## src/rtl/cipher_seq_pkg.sv

```systemverilog
// Package: shared opcode encoding for the cipher command sequencer.
// Assumes a 3-bit opcode field at the top of every command word.
package cipher_seq_pkg;
    localparam int OP_W = 3;

    typedef enum logic [OP_W-1:0] {
        OP_NOP   = 3'd0,
        OP_POS   = 3'd1,
        OP_RING  = 3'd2,
        OP_CLEAR = 3'd3,
        OP_ENC   = 3'd4,
        OP_PADDR = 3'd5,
        OP_PDATA = 3'd6,
        OP_ROTOR = 3'd7
    } op_e;

    typedef enum logic [1:0] {
        S_INIT = 2'd0,
        S_IDLE = 2'd1,
        S_WAIT = 2'd2
    } seq_state_e;
endpackage

```

## src/rtl/cmd_decode.sv

```systemverilog
// Splits a command word into opcode and operand and flags whether the
// operand is in range for that opcode. Purely combinational.
// Assumes the opcode sits above a SYM_W-bit operand.
module cmd_decode
    import cipher_seq_pkg::*;
#(
    parameter int SYM_W         = 5,
    parameter int N_LETTERS     = 26,
    parameter int N_ROTOR_TYPES = 5,
    localparam int WORD_W       = OP_W + SYM_W
) (
    input  logic [WORD_W-1:0] word_i,
    output op_e               op_o,
    output logic [SYM_W-1:0]  data_o,
    output logic              ok_o
);
    localparam logic [SYM_W-1:0] LET_MAX = SYM_W'(N_LETTERS - 1);
    localparam logic [SYM_W-1:0] ROT_MAX = SYM_W'(N_ROTOR_TYPES - 1);

    // Field split and per-opcode operand range check.
    always_comb begin
        op_o   = op_e'(word_i[WORD_W-1:SYM_W]);
        data_o = word_i[SYM_W-1:0];
        unique case (op_o)
            OP_NOP:   ok_o = 1'b0;
            OP_CLEAR: ok_o = 1'b1;
            OP_ROTOR: ok_o = (data_o <= ROT_MAX);
            default:  ok_o = (data_o <= LET_MAX);
        endcase
    end
endmodule

```

## src/rtl/slot_counters.sv

```systemverilog
// One wrapping slot counter for each repeated load command. Each counter
// advances on its own increment input and wraps from the last slot to 0.
// Assumes increments are single-cycle and that clr takes priority.
module slot_counters #(
    parameter int N_SLOTS = 3,
    parameter int N_CNT   = 3,
    localparam int SLOT_W = $clog2(N_SLOTS)
) (
    input  logic                         clk,
    input  logic                         rst_n,
    input  logic                         clr_i,
    input  logic [N_CNT-1:0]             inc_i,
    output logic [N_CNT-1:0][SLOT_W-1:0] slot_o
);
    localparam logic [SLOT_W-1:0] LAST = SLOT_W'(N_SLOTS - 1);

    for (genvar g = 0; g < N_CNT; g++) begin : g_cnt
        logic [SLOT_W-1:0] cnt;

        // Step this counter on its increment, wrap after the last slot.
        always_ff @(posedge clk) begin
            if (!rst_n || clr_i)
                cnt <= '0;
            else if (inc_i[g])
                cnt <= (cnt == LAST) ? '0 : cnt + 1'b1;
        end

        assign slot_o[g] = cnt;

        a_r3_slot_in_range: assert property (@(posedge clk) disable iff (!rst_n)
            cnt <= LAST);
        a_r3_slot_wraps: assert property (@(posedge clk) disable iff (!rst_n)
            (inc_i[g] && !clr_i && cnt == LAST) |=> (cnt == '0));
    end
endmodule

```

## src/rtl/glyph_rom.sv

```systemverilog
// Maps a letter index to a 7-segment pattern, with bit 0 as segment a and
// bit 6 as segment g. Indices past the alphabet give a blank pattern.
module glyph_rom #(
    parameter int SYM_W = 5
) (
    input  logic [SYM_W-1:0] sym_i,
    output logic [6:0]       seg_o
);
    // Fixed glyph lookup.
    always_comb begin
        case (sym_i)
            SYM_W'(0):  seg_o = 7'h77;
            SYM_W'(1):  seg_o = 7'h7C;
            SYM_W'(2):  seg_o = 7'h39;
            SYM_W'(3):  seg_o = 7'h5E;
            SYM_W'(4):  seg_o = 7'h79;
            SYM_W'(5):  seg_o = 7'h71;
            SYM_W'(6):  seg_o = 7'h3D;
            SYM_W'(7):  seg_o = 7'h76;
            SYM_W'(8):  seg_o = 7'h06;
            SYM_W'(9):  seg_o = 7'h1E;
            SYM_W'(10): seg_o = 7'h75;
            SYM_W'(11): seg_o = 7'h38;
            SYM_W'(12): seg_o = 7'h37;
            SYM_W'(13): seg_o = 7'h54;
            SYM_W'(14): seg_o = 7'h3F;
            SYM_W'(15): seg_o = 7'h73;
            SYM_W'(16): seg_o = 7'h67;
            SYM_W'(17): seg_o = 7'h50;
            SYM_W'(18): seg_o = 7'h6D;
            SYM_W'(19): seg_o = 7'h78;
            SYM_W'(20): seg_o = 7'h3E;
            SYM_W'(21): seg_o = 7'h1C;
            SYM_W'(22): seg_o = 7'h2A;
            SYM_W'(23): seg_o = 7'h49;
            SYM_W'(24): seg_o = 7'h6E;
            SYM_W'(25): seg_o = 7'h5B;
            default:    seg_o = 7'h00;
        endcase
    end
endmodule

```

## src/rtl/cipher_cmd_seq.sv

```systemverilog
// Top-level command sequencer for a three-slot rotor cipher datapath.
// Samples one command word per cycle while ready, and issues registered
// single-cycle strobes to the datapath. Waits on the datapath's done flag
// for encipher operations, and replays the default rotor choice after
// any reset.
// Assumes enc_done_i comes at least one cycle after enc_start_o and is
// high for only one cycle.
module cipher_cmd_seq
    import cipher_seq_pkg::*;
#(
    parameter int SYM_W         = 5,
    parameter int N_LETTERS     = 26,
    parameter int N_ROTOR_TYPES = 5,
    parameter int N_SLOTS       = 3,
    localparam int SLOT_W       = $clog2(N_SLOTS),
    localparam int WORD_W       = OP_W + SYM_W
) (
    input  logic              clk,
    input  logic              rst_n,
    input  logic [WORD_W-1:0] cmd_word_i,
    output logic              ready_o,
    output logic [SYM_W-1:0]  result_o,
    output logic [6:0]        seg_o,
    output logic              dp_clear_o,
    output logic              ld_pos_o,
    output logic              ld_ring_o,
    output logic              ld_rotor_o,
    output logic [SLOT_W-1:0] ld_slot_o,
    output logic [SYM_W-1:0]  ld_val_o,
    output logic              plug_we_o,
    output logic [SYM_W-1:0]  plug_addr_o,
    output logic [SYM_W-1:0]  plug_data_o,
    output logic              enc_start_o,
    output logic [SYM_W-1:0]  enc_char_o,
    input  logic              enc_done_i,
    input  logic [SYM_W-1:0]  enc_result_i
);
    localparam int N_CNT  = 3;
    localparam int STEP_W = $clog2(N_SLOTS + 1);
    localparam logic [SYM_W-1:0] LET_MAX = SYM_W'(N_LETTERS - 1);
    localparam logic [SYM_W-1:0] ROT_MAX = SYM_W'(N_ROTOR_TYPES - 1);

    seq_state_e                   state;
    logic [STEP_W-1:0]            step;
    logic                         pend;
    logic [SYM_W-1:0]             paddr;
    logic                         seg_on;
    op_e                          dec_op;
    logic [SYM_W-1:0]             dec_data;
    logic                         dec_ok;
    logic                         acc;
    logic [N_CNT-1:0]             inc;
    logic                         cnt_clr;
    logic [N_CNT-1:0][SLOT_W-1:0] slot;
    logic [6:0]                   glyph;

    cmd_decode #(
        .SYM_W(SYM_W), .N_LETTERS(N_LETTERS), .N_ROTOR_TYPES(N_ROTOR_TYPES)
    ) dec_i (
        .word_i(cmd_word_i), .op_o(dec_op), .data_o(dec_data), .ok_o(dec_ok)
    );

    slot_counters #(.N_SLOTS(N_SLOTS), .N_CNT(N_CNT)) cnt_i (
        .clk(clk), .rst_n(rst_n), .clr_i(cnt_clr), .inc_i(inc), .slot_o(slot)
    );

    glyph_rom #(.SYM_W(SYM_W)) glyph_i (.sym_i(result_o), .seg_o(glyph));

    // Accept decision and counter increments for the three slot loads.
    always_comb begin
        acc     = (state == S_IDLE) && dec_ok;
        inc[0]  = acc && (dec_op == OP_POS);
        inc[1]  = acc && (dec_op == OP_RING);
        inc[2]  = acc && (dec_op == OP_ROTOR);
        cnt_clr = acc && (dec_op == OP_CLEAR);
    end

    assign ready_o = (state == S_IDLE);
    assign seg_o   = seg_on ? glyph : 7'h00;

    // Sequencer: init replay, command dispatch and encipher wait.
    always_ff @(posedge clk) begin
        if (!rst_n) begin
            state       <= S_INIT;
            step        <= '0;
            pend        <= 1'b0;
            paddr       <= '0;
            seg_on      <= 1'b0;
            result_o    <= '0;
            dp_clear_o  <= 1'b0;
            ld_pos_o    <= 1'b0;
            ld_ring_o   <= 1'b0;
            ld_rotor_o  <= 1'b0;
            ld_slot_o   <= '0;
            ld_val_o    <= '0;
            plug_we_o   <= 1'b0;
            plug_addr_o <= '0;
            plug_data_o <= '0;
            enc_start_o <= 1'b0;
            enc_char_o  <= '0;
        end else begin
            dp_clear_o  <= 1'b0;
            ld_pos_o    <= 1'b0;
            ld_ring_o   <= 1'b0;
            ld_rotor_o  <= 1'b0;
            plug_we_o   <= 1'b0;
            enc_start_o <= 1'b0;
            unique case (state)
                S_INIT: begin
                    if (step == '0) begin
                        dp_clear_o <= 1'b1;
                    end else begin
                        ld_rotor_o <= 1'b1;
                        ld_slot_o  <= SLOT_W'(step - STEP_W'(1));
                        ld_val_o   <= SYM_W'(step - STEP_W'(1));
                        if (step == STEP_W'(N_SLOTS))
                            state <= S_IDLE;
                    end
                    step <= step + 1'b1;
                end
                S_IDLE: begin
                    if (acc) begin
                        unique case (dec_op)
                            OP_POS: begin
                                ld_pos_o  <= 1'b1;
                                ld_slot_o <= slot[0];
                                ld_val_o  <= dec_data;
                            end
                            OP_RING: begin
                                ld_ring_o <= 1'b1;
                                ld_slot_o <= slot[1];
                                ld_val_o  <= dec_data;
                            end
                            OP_ROTOR: begin
                                ld_rotor_o <= 1'b1;
                                ld_slot_o  <= slot[2];
                                ld_val_o   <= dec_data;
                            end
                            OP_CLEAR: begin
                                dp_clear_o <= 1'b1;
                                step       <= STEP_W'(1);
                                state      <= S_INIT;
                                pend       <= 1'b0;
                                seg_on     <= 1'b0;
                                result_o   <= '0;
                            end
                            OP_ENC: begin
                                enc_start_o <= 1'b1;
                                enc_char_o  <= dec_data;
                                state       <= S_WAIT;
                            end
                            OP_PADDR: begin
                                pend  <= 1'b1;
                                paddr <= dec_data;
                            end
                            OP_PDATA: begin
                                if (pend) begin
                                    plug_we_o   <= 1'b1;
                                    plug_addr_o <= paddr;
                                    plug_data_o <= dec_data;
                                    pend        <= 1'b0;
                                end
                            end
                            default: ;
                        endcase
                    end
                end
                S_WAIT: begin
                    if (enc_done_i) begin
                        result_o <= enc_result_i;
                        seg_on   <= 1'b1;
                        state    <= S_IDLE;
                    end
                end
                default: state <= S_INIT;
            endcase
        end
    end

    a_r2_one_strobe: assert property (@(posedge clk) disable iff (!rst_n)
        $onehot0({dp_clear_o, ld_pos_o, ld_ring_o, ld_rotor_o, plug_we_o, enc_start_o}));
    a_r4_letter_range: assert property (@(posedge clk) disable iff (!rst_n)
        (ld_pos_o || ld_ring_o) |-> (ld_val_o <= LET_MAX));
    a_r4_rotor_range: assert property (@(posedge clk) disable iff (!rst_n)
        ld_rotor_o |-> (ld_val_o <= ROT_MAX));
    a_r5_plug_range: assert property (@(posedge clk) disable iff (!rst_n)
        plug_we_o |-> (plug_addr_o <= LET_MAX && plug_data_o <= LET_MAX));
    a_r6_busy_on_start: assert property (@(posedge clk) disable iff (!rst_n)
        enc_start_o |-> !ready_o);
    a_r6_capture: assert property (@(posedge clk) disable iff (!rst_n)
        ($past(state == S_WAIT) && $past(enc_done_i)) |-> (result_o == $past(enc_result_i)));
    a_r7_quiet_while_wait: assert property (@(posedge clk) disable iff (!rst_n)
        $past(state == S_WAIT) |-> !(ld_pos_o || ld_ring_o || ld_rotor_o || plug_we_o || enc_start_o || dp_clear_o));
endmodule

```

## config.mk

```make
export PLATFORM = sky130hd
export DESIGN_NAME = cipher_cmd_seq
export DESIGN_NICKNAME = d
export VERILOG_FILES = /design/src/rtl/cipher_seq_pkg.sv /design/src/rtl/cmd_decode.sv /design/src/rtl/slot_counters.sv /design/src/rtl/glyph_rom.sv /design/src/rtl/cipher_cmd_seq.sv
export SDC_FILE = /design/constraint.sdc
export NUM_CORES = 1
export LEC_CHECK = 0
export CORE_MARGIN = 2
export CORE_UTILIZATION = 55
export DETAILED_ROUTE_END_ITERATION = 7
export PLACE_DENSITY = 0.85
export SLEW_MARGIN = 15
export SYNTH_ARGS = -nofsm -noshare
export SYNTH_HDL_FRONTEND = slang
export SYNTH_SLANG_ARGS = --single-unit
```

## constraint.sdc

```tcl
create_clock -name clk -period 5.4 [get_ports clk]
set_input_delay 0.54 -clock clk [delete_from_list [all_inputs] [get_ports clk]]
set_output_delay 0.54 -clock clk [all_outputs]
set_load 0.05 [all_outputs]
```

==> metrics, run 1 <==
clock power share 0.452; Post-Synthesis Cells 343; worst path required time 5640 ps; vias in the first global route 2462; Port Buffers 56; CTS tree built; Worst Hold Depth 2; P_sw 291 uW; CTS hold repair buffers 0; commonest non-fill, non-tap cell in the layout dfxtp_1; final cell count without fillers around 470; Die H 75.6 um; sequential area share after synthesis 0.404; post-CTS setup buffer count 0; diode count 0; Final Hold Violating Endpoints 0; Post-synth top flop dfxtp_1; GPL Wtd Cong 0.859; CTS root buf clkbuf_8; Sinks on Clock Net 57; RR Endpoint glyph_i.seg_o[3]$_DFF_P_; CTS HTree Levels 3; Switching Share 0.268; EDFF count, synth 0; Ports 57; most frequent cells in the layout 57 x dfxtp_1, 55 x clkdlybuf4s50_1, 54 x nand2_1; CTS Buf Count 9; detailed placer's ending HPWL ~5.1 mm; Yosys cell types 64; CP Class primary input to flip-flop; Core Footprint around 0.005 mm^2; CP endpoint kind flip-flop; reg2reg path depth 9; drt drc 0; RR Startpoint state[0]$_SDFFE_PN0P_; Slew HR 0.304; Area Growth Syn to Fin 27.6%; CTS Buffer Depth 2; Post-Syn Area per Cell roughly 8.2 um^2; first-pass GRT wire length 11.5 mm; Die W 75.6 um; final count of negative-setup-slack endpoints 0; clk_lat worst skew 350 ps; VDD IR max around 190 uV; dpl cells 449; Lkg Pwr around 1.4 nW; Slowest-stage cell, CP clkdlybuf4s50_1; fin crit share 0.581; highest metal used met4; Hold Path Class flip-flop to flip-flop; post-synth top area cell dfxtp_1; TNS Setup 0 ps; WHS Endpoint plug_data_o[0]$_SDFFE_PN0P_; Die Area 0.00572 mm^2; Logic pwr share 0.139; Max-cap violations 0; Final Skew slightly above 10 ps; Sequential Power Share 0.409; initial core utilization 0.560; Hold Path Origin plug_data_o[0]$_SDFFE_PN0P_; Routed WL approximately 7.3 mm; run status finished clean; Clk pin slew, worst setup/hold paths 70 ps; final net count 414; RSZ-0062 raised after global routing no; pwr dens 301 mW/mm^2; layout cell share with drive strength beyond 1 0.0734; GRT overflow 0; syn_nets around 370; First-pass DRT Iterations 5; asr flop ratio synth 0; area share of the leading cell type in the synthesized netlist 0.404; reg2reg setup slack between 2000 and 3000 ps; FP Rows 26; post-CTS sizing 0; Final Core Density 0.714; P_int 794 uW; CP max FO 19; WL met2 3.44 mm; crit path time final 3140 ps; worst-margin pin slew 1040 ps; vias per inst 5.80; drt wl/cell 15.7 um; largest stage delay on the critical path 860 ps; Final Max Slew Viols 0; DRT antenna net count 0; crit path cell chain clkdlybuf4s50_1 -> and4b_1 -> a21oi_1 -> a22o_1 -> nand2_1 -> inv_1 -> ha_1 -> a31oi_1 -> o22ai_1 -> a221oi_1 -> nor2_1; Max Clk Rate ~320 MHz; number of DRC markers after the initial detailed-route iteration 194; Via Count about 2700; startpoint types primary input; combined global-route utilization of all metal layers 0.271; Metal-1 WL 3.23 mm; wire length on met3 527 um; Yosys reg bits 57; Warnings, synthesis 0; initial antenna violation count 0; pin count of the biggest net entering global routing 62; synthesized cell area 0.00282 mm^2; dominant cells by area after synthesis dfxtp_1 40%, nand2_1 7.2%, nand3_1 3.9%, o21ai_0 3.9%, nor2_1 3.6%; worst path arrival time 3380 ps
-- routing by layer --
metal,up-vias,global-route usage
met1,1258,0.346
li1,1321,-
met4,0,0.0975
met3,12,0.0899
met2,107,0.430
met5,-,0
-- cells by family (layout without fill, tap and decap cells) --
family | after synthesis | after routing | synth area share
AO/OA/AOI/OAI | 88 | 88 | 0.207
buffers and inverters | 35 | 87 | 0.0603
flip-flops | 57 | 57 | 0.404
adder cells (fa/ha/maj) | 8 | 8 | 0.0355
XOR/XNOR | 1 | 1 | 0.00310
multiplexers | 10 | 10 | 0.0359
AND/OR/NAND/NOR | 144 | 144 | 0.254
-- sequential cells by signal, indices dropped and copies added, names as in the netlist, 2 cells and up --
| register | cells |
|---|---|
| ld_slot_o | 2 |
| glyph_i.seg_o | 7 |
| step | 2 |
| state | 2 |
| plug_data_o | 5 |
| cnt_i.g_cnt.cnt | 6 |
| plug_addr_o | 5 |
| enc_char_o | 5 |
| paddr | 5 |
| result_o | 5 |
| ld_val_o | 5 |
-- cell type report --
cell class | instances | area (um^2)
multi-input combinational | 251 | 1510
fill | 398 | 1440
sequential | 57 | 1140
timing repair buffer | 57 | 563
clock buffer | 9 | 124
clock inverter | 7 | 119
tap | 70 | 87.6
inverter | 14 | 55.1
-- critical path, delay by kind of cell --
family	cells	cell delay, ps
AND/OR/NAND/NOR	3	620
AO/OA/AOI/OAI	5	940
adder cells (fa/ha/maj)	1	280
buffers and inverters	2	980
-- synthesized netlist by cell type, types with 2 or more instances --
cell,instances
and2_1,10
o2111ai_1,3
or3_1,4
ha_1,8
o211ai_1,5
clkbuf_1,8
nor2_1,27
o21a_1,2
a21o_1,2
a221oi_1,3
a221o_1,2
mux2i_1,9
nand3_1,22
nor3_1,4
a22o_1,4
a31oi_1,2
a22oi_1,2
o22ai_1,3
a21oi_1,17
nand2_1,54
nand3b_1,2
dfxtp_1,57
inv_2,2
and3_1,2
o21ai_1,6
nand4_1,3
buf_2,7
inv_1,11
a211oi_1,4
nor2b_1,3
o21ai_0,22
-- power by group through the flow --
stage	combinational [mW]	clock [mW]	sequential [mW]
after floorplan	0.0579	0	0.493
after CTS	0.150	0.492	0.444
after global routing	0.161	0.513	0.445
after detailed placement	0.148	0	0.453
after global placement	0.147	0	0.452
final	0.151	0.490	0.443
-- worst max path at each step --
stage                        startpoint                       end  slack, ps  cells after the start
after floorplan           cmd_word_i[6]  glyph_i.seg_o[3]$_DFF_P_       2990                     12
after global placement    cmd_word_i[6]  glyph_i.seg_o[1]$_DFF_P_       2010                      9
after detailed placement  cmd_word_i[6]  glyph_i.seg_o[3]$_DFF_P_       1970                     11
after CTS                 cmd_word_i[6]  glyph_i.seg_o[3]$_DFF_P_       2330                     11
after global routing      cmd_word_i[6]  glyph_i.seg_o[3]$_DFF_P_       1990                     11
final                     cmd_word_i[6]  glyph_i.seg_o[3]$_DFF_P_       2260                     11
-- metrics by stage --
stage	hold slack [ps]	setup WS, ps	power (mW)	area [um^2]
finish	456	2260	1.08	3600
detailed placement	450	1970	0.601	3360
floorplan	438	2990	0.551	2820
global placement	444	2010	0.599	3360
global route	474	1990	1.12	3600
CTS	460	2330	1.09	3600
No activity file was read; power rests on OpenSTA's default activity.
==> inputs of run 2 (changes only) <==
--- a/config.mk
+++ b/config.mk
@@ -6,9 +6,9 @@
 export NUM_CORES = 1
 export LEC_CHECK = 0
 export CORE_MARGIN = 2
-export CORE_UTILIZATION = 55
+export CORE_UTILIZATION = 46
 export DETAILED_ROUTE_END_ITERATION = 7
-export PLACE_DENSITY = 0.85
+export PLACE_DENSITY = 0.76
 export SLEW_MARGIN = 15
 export SYNTH_ARGS = -nofsm -noshare
 export SYNTH_HDL_FRONTEND = slang
==> constraint.sdc (replaced) <==
create_clock -name clk -period 2.6 [get_ports clk]
set_input_delay 0.26 -clock clk [delete_from_list [all_inputs] [get_ports clk]]
set_output_delay 0.26 -clock clk [all_outputs]
set_load 0.05 [all_outputs]
==> run 2 against run 1 <==
Effect of this change: power is 92% higher; sequential share of layout area shrank 0.63 points; clock power rose by 72%; core utilization down 9.4 points; sequential power increased by 110%; critical path type is now flip-flop to flip-flop; critical endpoint unchanged; largest cell class unchanged; highest routed layer unchanged.
==> metrics, run 2 (synthesis results as in run 1) <==
Final Skew 9.20 ps (-0.861 ps); TNS Setup 0 ps (unchanged); Max Clk Rate 435 MHz; post-CTS sizing 0 (unchanged); Port Buffers 56 (unchanged); run status finished clean; Routed WL 7.24 mm (-1.1%); initial antenna violation count 0 (unchanged); CP Class flip-flop to flip-flop; WHS Endpoint ld_rotor_o$_SDFF_PN0_; detailed placer's ending HPWL 5.35 mm (+5.8%); reg2reg setup slack 300 ps (-2370 ps); DRT antenna net count 0 (unchanged); final count of negative-setup-slack endpoints 0 (unchanged); most frequent cells in the layout 57 x dfxtp_1, 55 x clkdlybuf4s50_1, 54 x nand2_1; Worst Hold Depth 3 (+1); final cell count without fillers 485 (+4.3%); CTS tree built; crit path time final 2300 ps; Die W 82.3 um (+8.9%); CTS Buf Count 9 (unchanged); GPL Wtd Cong 0.872 (+1.5%); Register Area 0.00114 mm^2 (unchanged); First-pass DRT Iterations 4 (-1); Final Hold Violating Endpoints 0 (unchanged); worst path arrival time 2530 ps (-850 ps); first-pass GRT wire length 12.0 mm (+3.8%); worst hold margin 331 ps (-124 ps); CTS HTree Levels 3 (unchanged); Sinks on Clock Net 57 (unchanged); RR Endpoint glyph_i.seg_o[3]$_DFF_P_; total power 2.09 mW (+92%); final instance area 0.00367 mm^2 (+2.0%); diode count 0 (unchanged); clk_lat worst skew 340 ps (about the same); Ports 57 (unchanged); vias per inst 5.52 (-4.9%); drt drc 0 (unchanged); Fillers 534 (+34%); pwr dens 568 mW/mm^2 (+88%); Hold Path Origin rst_n; Lkg Pwr 1.46 nW (+3.9%); final net count 429 (+3.6%); RR Startpoint state[1]$_SDFFE_PN0P_; Clk pin slew, worst setup/hold paths 70 ps (about the same); CTS root buf clkbuf_8; combined global-route utilization of all metal layers 0.236 (-0.0354); Largest register FFs 7 (unchanged); CP endpoint kind flip-flop; commonest non-fill, non-tap cell in the layout dfxtp_1; VDD IR max 349 uV (+86%); Die H 82.3 um (+8.9%); GRT overflow 0 (unchanged); Via Count 2676 (-0.82%); CP max FO 7 (-12); startpoint types flip-flop; Final Max Slew Viols 0 (unchanged); Area Growth Syn to Fin 30.1%; drt wl/cell 14.9 um (-5.1%); number of DRC markers after the initial detailed-route iteration 178 (-8.2%); Die Area 0.00678 mm^2 (+18%); layout cell share with drive strength beyond 1 0.105 (+0.0315); reg2reg path depth 10 (+1); pin count of the biggest net entering global routing 46 (-26%); fin crit share 0.884; RSZ-0062 raised after global routing no; initial core utilization 0.477 (-0.0830); vias in the first global route 2490 (+1.1%); worst path required time 2830 ps (-2810 ps); post-placement cell area 0.00348 mm^2 (+3.5%); CTS Buffer Depth 2 (unchanged); Core Footprint 0.00592 mm^2 (+17%); worst-margin pin slew 557 ps (-487 ps); multi-input logic area 0.00151 mm^2 (unchanged); Slew HR 0.628 (+0.324); dpl cells 469 (+4.5%); Max-cap violations 0 (unchanged); post-CTS setup buffer count 0 (unchanged); FP Rows 28 (+7.7%); Hold Path Class primary input to flip-flop; CTS hold repair buffers 0 (unchanged)
-- run 2: changes by cell type in the layout (fill, tap and decap cells not counted) --
cell and delta:
buf_4 +15, bufinv_16 -2, clkbuf_1 +1, clkbuf_8 +1
clkinv_2 +1, clkinv_4 -1
-- run 2: how the worst max path moves through the flow --
| stage | start | to | slack (ps) | cells past startpoint |
|---|---|---|---|---|
| CTS | state[1]$_SDFFE_PN0P_ | glyph_i.seg_o[3]$_DFF_P_ | 340 | 10 |
| floorplan | state[0]$_SDFFE_PN0P_ | glyph_i.seg_o[3]$_DFF_P_ | 260 | 13 |
| global route | cmd_word_i[7] | glyph_i.seg_o[3]$_DFF_P_ | 170 | 10 |
| detailed placement | cmd_word_i[7] | glyph_i.seg_o[3]$_DFF_P_ | 0.3 | 10 |
| global placement | cmd_word_i[5] | glyph_i.seg_o[3]$_DFF_P_ | 50 | 11 |
| finish | state[1]$_SDFFE_PN0P_ | glyph_i.seg_o[3]$_DFF_P_ | 300 | 10 |
-- run 2: area by class of cell --
type                            instances  share of cell area
Timing Repair Buffer                   72               0.184
Inverter                               14              0.0150
Clock buffer                           11              0.0385
Multi-Input combinational cell        251               0.411
Clock inverter                          5              0.0150
Tap cell                               75              0.0255
Sequential cell                        57               0.311
-- run 2: through the flow --
stage	util	worst slack, ps
2_1_floorplan	-	260
3_3_place_gp	0.587	54.2
3_5_place_dp	0.587	0.326
4_1_cts	0.620	336
5_1_grt	0.620	175
6_report	0.620	302
-- run 2: critical path, stage by stage (launching register included) --
cell and delay (ps):
dfxtp_1 470, and3b_1 270, a21oi_1 90, a22o_1 210, nand2_1 150, inv_1 100, ha_1 300, a31oi_1 170
o22ai_1 100, a221oi_1 270, nor2_1 60
-- run 2: layer usage --
layer	global-route usage	wire length, um
met1	0.303	3330
met3	0.0457	361
met4	0.127	231
met5	0	0
met2	0.371	3310
-- run 2: where the power goes --
part	switching (mW)	internal [mW]
Combinational	0.206	0.116
Clock	0.376	0.465
Sequential	0.0168	0.904
==> inputs of run 3 (changes only) <==
--- a/config.mk
+++ b/config.mk
@@ -6,9 +6,8 @@
 export NUM_CORES = 1
 export LEC_CHECK = 0
 export CORE_MARGIN = 2
-export CORE_UTILIZATION = 46
+export CORE_UTILIZATION = 35
 export DETAILED_ROUTE_END_ITERATION = 7
-export PLACE_DENSITY = 0.76
 export SLEW_MARGIN = 15
 export SYNTH_ARGS = -nofsm -noshare
 export SYNTH_HDL_FRONTEND = slang
==> run 3 against run 2 <==
Effect of this change: maximum frequency is 0.36% higher; non-clock buffer count is 12 higher; count of clock-buffer cells in the layout is 1 higher; sequential share of layout area is 1.5 points lower; flip-flop and latch count stayed put; final area is 5.2% higher; critical endpoint unchanged; largest cell class unchanged.
==> metrics, run 3 (synthesis results as in run 1) <==
Sinks on Clock Net 57 (unchanged); crit path time final 2290 ps (-8.29 ps); worst hold margin 420 ps (+88.4 ps); Routed WL 7.84 mm (+8.3%); Area Growth Syn to Fin 36.9%; Lkg Pwr 1.55 nW (+6.2%); Core Footprint 0.00777 mm^2 (+31%); final net count 441 (+2.8%); Die H 93.8 um (+14%); vias in the first global route 2556 (+2.7%); total power 2.34 mW (+12%); Via Count 2735 (+2.2%); diode count 0 (unchanged); GR peak layer met2; detailed placer's ending HPWL 5.86 mm (+9.6%); multi-input logic area 0.00151 mm^2 (unchanged); Final Max Slew Viols 0 (unchanged); M1 GR Usage 0.266 (-0.0369); Die Area 0.00880 mm^2 (+30%); worst-margin pin slew 505 ps (-52.0 ps); CTS Buf Count 9 (unchanged); first-pass GRT wire length 12.9 mm (+8.0%); Max Clk Rate 437 MHz (+0.36%); pin count of the biggest net entering global routing 38 (-17%); layout cell share with drive strength beyond 1 0.135 (+0.0302); dpl ws 18.6 ps (+18.2 ps); worst path required time 2830 ps (about the same); Ports 57 (unchanged); Final Hold Violating Endpoints 0 (unchanged); VDD IR max 328 uV (-6.2%); final instance area 0.00386 mm^2 (+5.2%); GRT overflow 0 (unchanged); worst path arrival time 2520 ps (about the same); fin crit share 0.881 (-0.00319); met3 GRT Util 0.0554 (+0.00973); Hold Path Class primary input to flip-flop; most frequent cells in the layout 56 x dfxtp_1, 55 x clkdlybuf4s50_1, 54 x nand2_1; clk_lat worst skew 340 ps (about the same); startpoint types flip-flop; number of DRC markers after the initial detailed-route iteration 130 (-27%); Die W 93.8 um (+14%); CP max FO 7 (unchanged); CTS Buffer Depth 2 (unchanged); DRT antenna net count 0 (unchanged); Final Skew 12.2 ps (+2.96 ps); GPL Wtd Cong 0.856 (-1.7%); initial core utilization 0.363 (-0.113); CTS root buf clkbuf_8; vias per inst 5.22 (-5.4%); Slew HR 0.662 (+0.0340); combined global-route utilization of all metal layers 0.190 (-0.0461); run status finished clean; Register Area 0.00114 mm^2 (+0.11%); CTS tree built; initial antenna violation count 0 (unchanged); Largest register FFs 7 (unchanged); TNS Setup 0 ps (unchanged); Port Buffers 56 (unchanged); Max-cap violations 0 (unchanged); drt drc 0 (unchanged); final count of negative-setup-slack endpoints 0 (unchanged); Fillers 771 (+44%); RSZ-0062 raised after global routing no; setup ws final 310 ps (+8.29 ps); First-pass DRT Iterations 5 (+1); FP Rows 32 (+14%); post-placement cell area 0.00360 mm^2 (+3.6%); CP endpoint kind flip-flop; CTS HTree Levels 3 (unchanged); drt wl/cell 15.0 um (+0.23%); CP Class flip-flop to flip-flop; commonest non-fill, non-tap cell in the layout dfxtp_1; met2 global-route usage 0.283 (-0.0882); pwr dens 604 mW/mm^2 (+6.5%); Clk pin slew, worst setup/hold paths 70 ps (about the same)
[run 3: changes by cell type in the layout (fill, tap and decap cells not counted), sizes merged]
cell	previous run	this run
buf	17	29
clkbuf	11	12
clkinvlp	2	1
clkinv	2	0
bufinv	1	3
[run 3: area by class of cell]
type / count / share of cell area
timing repair buffer: 84 / 0.198
multi-input combinational: 251 / 0.391
tap: 102 / 0.0330
inverter: 14 / 0.0142
sequential: 57 / 0.296
clock inverter: 4 / 0.0253
clock buffer: 12 / 0.0427
[run 3: through the flow]
step / util / cells
after detailed placement: 0.464 / 508
final: 0.498 / 524
after floorplan: - / 343
after global placement: 0.464 / 508
after global routing: 0.498 / 524
after CTS: 0.497 / 524
[run 3: power by group]
part           total [mW]  internal [mW]  switching, mW  leakage (nW)
Clock                1.09          0.715          0.371         0.129
Combinational       0.329          0.122          0.207         0.960
Sequential          0.920          0.904         0.0164         0.463
Total                2.34           1.74          0.595          1.55
[run 3: critical path, stage by stage, from the launching register on]
cell and delay [ps]:
dfxtp_2 420, and3b_1 280, a21oi_1 100, a22o_1 200, nand2_1 170, inv_1 110
ha_1 290, a31oi_1 170, o22ai_1 100, a221oi_1 260, nor2_1 70
[run 3: metal layers]
| metal | up-vias | wire length (um) |
|---|---|---|
| met4 | 0 | 90 |
| met1 | 1265 | 3810 |
| li1 | 1376 | - |
| met3 | 11 | 491 |
| met2 | 83 | 3450 |
| met5 | - | 0 |
[run 3: repair_timing]
action / CTS / global route
hold buffers: 0 / 0
gates resized for setup: 0 / 1
buffers inserted: 0 / 0
endpoints found under the setup margin: 0 / 2
[run 3: path summary, 6_finish.rpt]
kind              slack [ps]                          end                   startpoint  depth (start not counted)
setup reg to reg         310     glyph_i.seg_o[3]$_DFF_P_        state[1]$_SDFFE_PN0P_                         10
setup / recovery         310     glyph_i.seg_o[3]$_DFF_P_        state[1]$_SDFFE_PN0P_                         10
hold reg to reg          460  plug_data_o[4]$_SDFFE_PN0P_  plug_data_o[4]$_SDFFE_PN0P_                          2
hold / removal           420    ld_slot_o[0]$_SDFFE_PN0P_                        rst_n                          3
